==> config.mk <==
export PLATFORM = sky130hd
export DESIGN_NAME = ringPacketTx
export DESIGN_NICKNAME = d
export VERILOG_FILES = /design/src/rtl/ringTxPkg.sv /design/src/rtl/ringTxDatapath.sv /design/src/rtl/ringTxControl.sv /design/src/rtl/ringPacketTx.sv
export SDC_FILE = /design/constraint.sdc
export NUM_CORES = 1
export LEC_CHECK = 0
export ABC_CLOCK_PERIOD_IN_PS = 2800
export BUFFER_PORTS_ARGS = -buffer_cell sky130_fd_sc_hd__buf_2
export CAP_MARGIN = 20
export CORE_AREA = 2 2 277 142
export DETAILED_ROUTE_END_ITERATION = 16
export DIE_AREA = 0 0 279 144
export PLACE_DENSITY = 0.86
export SYNTH_ARGS = -nofsm -noshare
export SYNTH_HDL_FRONTEND = slang
export SYNTH_SLANG_ARGS = --single-unit
==> constraint.sdc <==
create_clock -name clk -period 2.8 [get_ports clk]
set_input_delay 0.56 -clock clk [delete_from_list [all_inputs] [get_ports clk]]
set_output_delay 0.56 -clock clk [all_outputs]
set_load 0.05 [all_outputs]
==> src/rtl/ringTxPkg.sv <==
package ringTxPkg;
  localparam int DATA_W = 32;
  localparam int ADDR_W = 15;
  localparam int ID_W   = 8;
  localparam int PKT_W  = 82;
  localparam int RSV_W  = PKT_W - DATA_W - ADDR_W - ID_W - 2;

  typedef struct packed {
    logic              par;
    logic [RSV_W-1:0]  rsv;
    logic              irq;
    logic [ID_W-1:0]   src;
    logic [ADDR_W-1:0] addr;
    logic [DATA_W-1:0] data;
  } pkt_t;

  typedef struct packed {
    logic latchEntry;
    logic loadOwn;
    logic loadFwd;
    logic fwdCapture;
    logic startTimer;
    logic incRetry;
  } ctl_t;

  typedef enum logic [1:0] {S_IDLE, S_PEND, S_WAIT} st_t;

  function automatic pkt_t buildPkt(input logic [ID_W-1:0] src, input logic [ADDR_W-1:0] addr,
                                    input logic [DATA_W-1:0] data, input logic irq);
    pkt_t p;
    p      = '0;
    p.src  = src;
    p.addr = addr;
    p.data = data;
    p.irq  = irq;
    p.par  = ^p;
    return p;
  endfunction
endpackage

==> src/rtl/ringTxDatapath.sv <==
module ringTxDatapath
  import ringTxPkg::*;
#(
  parameter int TMR_W = 16,
  parameter int CNT_W = 16
) (
  input  logic              clk,
  input  logic              rstN,
  input  ctl_t              ctl,
  input  logic [ID_W-1:0]   localId,
  input  logic [TMR_W-1:0]  retTimeout,
  input  logic [ADDR_W-1:0] txAddr,
  input  logic [DATA_W-1:0] txData,
  input  logic              txIrq,
  input  logic              ringInBit,
  input  logic              ringInVld,
  output logic              ringOutBit,
  output logic              ringOutVld,
  output logic              wrValid,
  output logic [ID_W-1:0]   wrSrc,
  output logic [ADDR_W-1:0] wrAddr,
  output logic [DATA_W-1:0] wrData,
  output logic              wrIrq,
  output logic [CNT_W-1:0]  retryCount,
  output logic              rxDone,
  output logic              rxOwn,
  output logic              rxParOk,
  output logic              bufValid,
  output logic              shBusy,
  output logic              timeout
);
  localparam int BIT_W = $clog2(PKT_W);
  localparam logic [BIT_W-1:0] LAST_BIT = BIT_W'(PKT_W - 1);

  logic [BIT_W-1:0] rxCnt, shCnt;
  logic [PKT_W-1:0] rxSh, shReg;
  pkt_t             rxPkt, bufPkt, entryPkt, shSrc;
  logic [TMR_W-1:0] tmr;

  // receive deserializer, LSB first
  always_ff @(posedge clk) begin
    if (!rstN) begin
      rxCnt  <= '0;
      rxSh   <= '0;
      rxPkt  <= '0;
      rxDone <= 1'b0;
    end else begin
      rxDone <= 1'b0;
      if (ringInVld) begin
        rxSh <= {ringInBit, rxSh[PKT_W-1:1]};
        if (rxCnt == LAST_BIT) begin
          rxCnt  <= '0;
          rxDone <= 1'b1;
          rxPkt  <= pkt_t'({ringInBit, rxSh[PKT_W-1:1]});
        end else begin
          rxCnt <= rxCnt + 1'b1;
        end
      end else begin
        rxCnt <= '0;
      end
    end
  end

  assign rxOwn   = (rxPkt.src == localId);
  assign rxParOk = ~^rxPkt;

  // local write port
  always_ff @(posedge clk) begin
    if (!rstN) begin
      wrValid <= 1'b0;
      wrSrc   <= '0;
      wrAddr  <= '0;
      wrData  <= '0;
      wrIrq   <= 1'b0;
    end else begin
      wrValid <= rxDone && !rxOwn && rxParOk;
      if (rxDone) begin
        wrSrc  <= rxPkt.src;
        wrAddr <= rxPkt.addr;
        wrData <= rxPkt.data;
        wrIrq  <= rxPkt.irq;
      end
    end
  end

  // one-packet insertion buffer
  always_ff @(posedge clk) begin
    if (!rstN) begin
      bufValid <= 1'b0;
      bufPkt   <= '0;
    end else if (ctl.fwdCapture) begin
      bufValid <= 1'b1;
      bufPkt   <= rxPkt;
    end else if (ctl.loadFwd) begin
      bufValid <= 1'b0;
    end
  end

  // own entry register
  always_ff @(posedge clk) begin
    if (!rstN) entryPkt <= '0;
    else if (ctl.latchEntry) entryPkt <= buildPkt(localId, txAddr, txData, txIrq);
  end

  // transmit shifter
  assign shSrc = ctl.loadFwd ? bufPkt : entryPkt;

  always_ff @(posedge clk) begin
    if (!rstN) begin
      shReg  <= '0;
      shCnt  <= '0;
      shBusy <= 1'b0;
    end else if (shBusy) begin
      shReg <= {1'b0, shReg[PKT_W-1:1]};
      if (shCnt == LAST_BIT) begin
        shBusy <= 1'b0;
        shCnt  <= '0;
      end else begin
        shCnt <= shCnt + 1'b1;
      end
    end else if (ctl.loadFwd || ctl.loadOwn) begin
      shReg  <= shSrc;
      shCnt  <= '0;
      shBusy <= 1'b1;
    end
  end

  assign ringOutBit = shReg[0];
  assign ringOutVld = shBusy;

  // return timer, saturating
  always_ff @(posedge clk) begin
    if (!rstN) tmr <= '0;
    else if (ctl.startTimer) tmr <= '0;
    else if (tmr != {TMR_W{1'b1}}) tmr <= tmr + 1'b1;
  end

  assign timeout = (tmr >= retTimeout);

  always_ff @(posedge clk) begin
    if (!rstN) retryCount <= '0;
    else if (ctl.incRetry) retryCount <= retryCount + 1'b1;
  end
endmodule

==> src/rtl/ringTxControl.sv <==
module ringTxControl
  import ringTxPkg::*;
(
  input  logic clk,
  input  logic rstN,
  input  logic txValid,
  input  logic rxDone,
  input  logic rxOwn,
  input  logic rxParOk,
  input  logic bufValid,
  input  logic shBusy,
  input  logic timeout,
  output logic txReady,
  output ctl_t ctl
);
  st_t st, nxt;

  always_ff @(posedge clk) begin
    if (!rstN) st <= S_IDLE;
    else st <= nxt;
  end

  always_comb begin
    ctl            = '0;
    nxt            = st;
    ctl.fwdCapture = rxDone && !rxOwn;
    ctl.loadFwd    = !shBusy && bufValid;
    case (st)
      S_IDLE: begin
        if (txValid) begin
          ctl.latchEntry = 1'b1;
          nxt            = S_PEND;
        end
      end
      S_PEND: begin
        if (!shBusy && !bufValid) begin
          ctl.loadOwn    = 1'b1;
          ctl.startTimer = 1'b1;
          nxt            = S_WAIT;
        end
      end
      S_WAIT: begin
        if (rxDone && rxOwn) begin
          if (rxParOk) begin
            nxt = S_IDLE;
          end else begin
            ctl.incRetry = 1'b1;
            nxt          = S_PEND;
          end
        end else if (timeout) begin
          ctl.incRetry = 1'b1;
          nxt          = S_PEND;
        end
      end
      default: nxt = S_IDLE;
    endcase
  end

  assign txReady = (st == S_IDLE);
endmodule

==> src/rtl/ringPacketTx.sv <==
module ringPacketTx
  import ringTxPkg::*;
#(
  parameter int TMR_W = 16,
  parameter int CNT_W = 16
) (
  input  logic              clk,
  input  logic              rstN,
  input  logic [ID_W-1:0]   localId,
  input  logic [TMR_W-1:0]  retTimeout,
  input  logic              txValid,
  output logic              txReady,
  input  logic [ADDR_W-1:0] txAddr,
  input  logic [DATA_W-1:0] txData,
  input  logic              txIrq,
  input  logic              ringInBit,
  input  logic              ringInVld,
  output logic              ringOutBit,
  output logic              ringOutVld,
  output logic              wrValid,
  output logic [ID_W-1:0]   wrSrc,
  output logic [ADDR_W-1:0] wrAddr,
  output logic [DATA_W-1:0] wrData,
  output logic              wrIrq,
  output logic [CNT_W-1:0]  retryCount
);
  ctl_t ctl;
  logic rxDone, rxOwn, rxParOk, bufValid, shBusy, timeout;

  ringTxControl u_ctl (
    .clk(clk), .rstN(rstN), .txValid(txValid), .rxDone(rxDone), .rxOwn(rxOwn),
    .rxParOk(rxParOk), .bufValid(bufValid), .shBusy(shBusy), .timeout(timeout),
    .txReady(txReady), .ctl(ctl)
  );

  ringTxDatapath #(.TMR_W(TMR_W), .CNT_W(CNT_W)) u_dp (
    .clk(clk), .rstN(rstN), .ctl(ctl), .localId(localId), .retTimeout(retTimeout),
    .txAddr(txAddr), .txData(txData), .txIrq(txIrq),
    .ringInBit(ringInBit), .ringInVld(ringInVld),
    .ringOutBit(ringOutBit), .ringOutVld(ringOutVld),
    .wrValid(wrValid), .wrSrc(wrSrc), .wrAddr(wrAddr), .wrData(wrData), .wrIrq(wrIrq),
    .retryCount(retryCount), .rxDone(rxDone), .rxOwn(rxOwn), .rxParOk(rxParOk),
    .bufValid(bufValid), .shBusy(shBusy), .timeout(timeout)
  );
endmodule

==> run_results.csv <==
group,metric,value,unit
clock_network,cts_buffers,43,
routing,first_iter_violations,1987,
routing,ant_nets,0,
placed_design,placedInstanceArea,0.0222,mm²
logic_synthesis,syn-num-nets,2389,
timing,report.final.slew_viol_count,0,
logic_synthesis,ys_seq_elements,492,
critical_path,regToRegSetupSlack,-0.37,ns
logic_synthesis,yosys_warnings,0,
global_routing,globalRouteOverflowTotal,0,
global_routing,grt_pass1_vias,16074,
logic_synthesis,synth_area,0.0203,mm²
timing,worst_pin_slew,1.04,ns
pwr,power.total,14.6,mW
clock_network,root_buffer,"clkbuf_16",
floorplan,die_w,279,µm
logic_synthesis,synth_top_area_share,48.6,%
routing,wl_per_cell,19.3,µm
job,maxCapViolCount,0,
logic_synthesis,synth.largest_area_cell,"dfxtp_1",
timing,clock_skew,0.0344,ns
global_routing,grt_max_degree,173,
timing,fin_crit_sh,113,%
run_status,violations,"setup timing",
routing,wl_met1,25100,µm
critical_path,critPathCapture,"u_dp.retryCount[5]",
critical_path,crit_path_start_kind,"register",
worst_hold_path,hp-class,"in -> reg",
routing,dr.pass1.iters,6,
clock_network,numClockSinks,492,
run_status,status,"finished, violations left",
clock_network,postCtsHoldBufs,0,
clock_network,cts_tree,"done",
critical_path,rr_startpoint,"u_dp.rxPkt[59]",
clock_network,h-tree-depth,2,
placed_design,gp_congestion,0.916,
placed_design,pre_cts_ws,-0.514,ns
placed_design,hpwl,38700,µm
logic_synthesis,synthCells,2290,
critical_path,reg2reg_to,"u_dp.retryCount[5]",
logic_synthesis,synth_edf_count,0,
global_routing,grt_first_pass_wirelength,88700,µm
logic_synthesis,ys_async_sr_fraction,0,%
clock_network,clockBufferDepth,3,
global_routing,gr-usage-all-layers,28.0,%
routing,wl_met2,25900,µm
critical_path,crit_arrival,3.65,ns
timing,final_hold_viol_count,0,
routing,vias,17352,
critical_path,end_kind,"register",
critical_path,critPathBufInv,2,
timing,max_freq,315,MHz
cells_and_area,fin_nets,2566,
cells_and_area,syn2layout_area_growth,17.5,%
timing,rsz0062_at_grt,"true",
timing,setup_viol,16,
clock_network,clk_pin_slew,0.07,ns
floorplan,io_pins,153,
routing,drc,0,
placed_design,numPortBuffers,152,
timing,min_period,3.17,ns
routing,wl_met3,5180,µm
routing,viasPerCell,5.78,
critical_path,worst-path-stages,11,
floorplan,die_area,0.0402,mm²
floorplan,core_area,0.0381,mm²
critical_path,slowest_stage,"xnor3_2",
pwr,peakVddDrop,443,µV
critical_path,required,3.27,ns
logic_synthesis,synth_ff_type,"dfxtp_1",
critical_path,worstPathMaxFanout,16,
worst_hold_path,holdCritStartpoint,"txData[18]",
critical_path,path_class,"reg -> reg",
logic_synthesis,synth_cell_types,45,
logic_synthesis,synth_area_leaders,"dfxtp_1 (49%), mux2i_1 (14%), nor2_1 (8.9%)",
routing,highest_layer,"met4",
floorplan,initial_core_util,53.2,%
pwr,power_density,614,mW/mm²
cells_and_area,drive_gt1_share,15.5,%
pwr,leakage,10.1,nW
cells_and_area,final_cell_area,0.0238,mm²
global_routing,grt_antenna_before_repair,2,
floorplan,die_y,144,µm
logic_synthesis,syn_avg_cell_area,8.85,µm²
floorplan,row_count,51,
critical_path,slowest_delay,0.50,ns
routing,wl,58000,µm
clock_network,clock_latency,0.58,ns
timing,postLayoutSetupSlackWorst,-0.375,ns
critical_path,worstPathCellList,"xnor2_4 -> xnor2_2 -> xnor2_2 -> xnor2_1 -> xnor2_1 -> xnor3_2 -> a2111o_1 -> buf_6 -> buf_12 -> or3_1 -> a21oi_1",
critical_path,reg2reg_depth,11,
critical_path,critical_path.startpoint,"u_dp.rxPkt[59]",
logic_synthesis,ys_seq_area_share,48.6,%
timing,fin_setup_tns,-5.03,ns
timing,max-slew-margin-rel,30.7,%
critical_path,critPathTopFamily,"XOR/XNOR gates",
-- routing by layer --
| layer | GRT usage [%] | up-vias |
|---|---|---|
| li1 | - | 8025 |
| met1 | 39.5 | 8372 |
| met2 | 43.9 | 815 |
| met3 | 4.83 | 140 |
| met4 | 9.22 | 0 |
| met5 | 0 | - |
-- what timing repair did --
item,in CTS,in global routing
resized for setup,22,2
pin swaps,11,2
setup buffers,1,0
hold endpoints to repair,0,0
setup endpoints to repair,17,16
cloned,0,0
-- worst min path at each step --
| stage | end | slack, ns | cells after the start |
|---|---|---|---|
| 3_3_place_gp | u_dp.entryPkt[44] | 0.44 | 2 |
| 4_1_cts | u_dp.entryPkt[18] | 0.23 | 3 |
| 5_1_grt | u_dp.entryPkt[18] | 0.24 | 3 |
| 3_5_place_dp | u_dp.entryPkt[3] | 0.45 | 2 |
| 6_report | u_dp.entryPkt[18] | 0.24 | 3 |
| 2_1_floorplan | u_dp.rxPkt[0] | 0.43 | 2 |
-- registers in the layout, indices dropped and copies added (netlist names), 2 cells and up --
name and cells:
u_dp.rxCnt 7, u_ctl.st 2, u_dp.tmr 16, u_dp.entryPkt 57, u_dp.wrData 32, u_dp.bufPkt 82, u_dp.wrSrc 8, u_dp.rxPkt 82
u_dp.shCnt 7, u_dp.retryCount 16, u_dp.wrAddr 15, u_dp.shReg 82, u_dp.rxSh 81
-- power by group --
group / switching, mW / internal (mW)
registers: 0.0835 / 7.12
logic: 0.851 / 0.445
clock network: 2.72 / 3.41
total: 3.66 / 11.0
-- placed cells by master (no fill, tap or decap), drive strengths merged, types with 10 or more instances in the layout --
| cell type | instances |
|---|---|
| dfxtp | 492 |
| nor2 | 480 |
| buf | 284 |
| mux2i | 279 |
| nand2 | 254 |
| a21oi | 248 |
| xnor2 | 121 |
| clkbuf | 63 |
| xor2 | 35 |
| a22o | 34 |
| inv | 29 |
| a221oi | 25 |
| ha | 22 |
| nand3 | 19 |
| o21ai | 15 |
| clkinv | 10 |
-- worst register-to-register path, cell delays in order (launching register included) --
cell      delay (ns)
dfxtp_2         0.36
xnor2_4         0.21
xnor2_2         0.12
xnor2_2         0.31
xnor2_1         0.19
xnor2_1         0.15
xnor3_2         0.50
a2111o_1        0.40
buf_6           0.17
buf_12          0.15
or3_1           0.35
a21oi_1         0.17
-- per-stage QoR --
stage | util, % | hold slack, ns | cells
floorplan | - | 0.431 | 2290
global placement | 58.3 | 0.441 | 2924
detailed placement | 58.3 | 0.448 | 2924
CTS | 62.5 | 0.230 | 3003
global route | 62.5 | 0.238 | 3003
finish | 62.5 | 0.240 | 3004
-- kinds of logic after synthesis --
group,Yosys count,synth area share [%]
simple gates,812,16.0
flops,492,48.6
compound gates,348,10.1
mux,279,13.8
buf+inv,180,3.34
xor+xnor,157,6.85
fa+ha+maj,22,1.36
-- cell usage after synthesis (all sizes together) (8+ instances only) --
library cell,instances
dfxtp,492
nor2,480
mux2i,279
nand2,254
a21oi,248
xnor2,121
clkbuf,119
xor2,35
a22o,34
buf,33
inv,28
a221oi,25
ha,22
nand3,19
o21ai,15
nand4,9
o31ai,9
or4,9
or3,8
-- area by class of cell --
type	instances	area [µm²]
clock inverters	15	196
fillers	2873	14300
repair buffers	284	1870
flip-flops and latches	492	9860
diodes	1	2.50
multi-input cells	1618	9890
well taps	503	629
inverters	28	113
clock buffers	63	1250
Note: power is estimated with default switching activity, not from simulation.
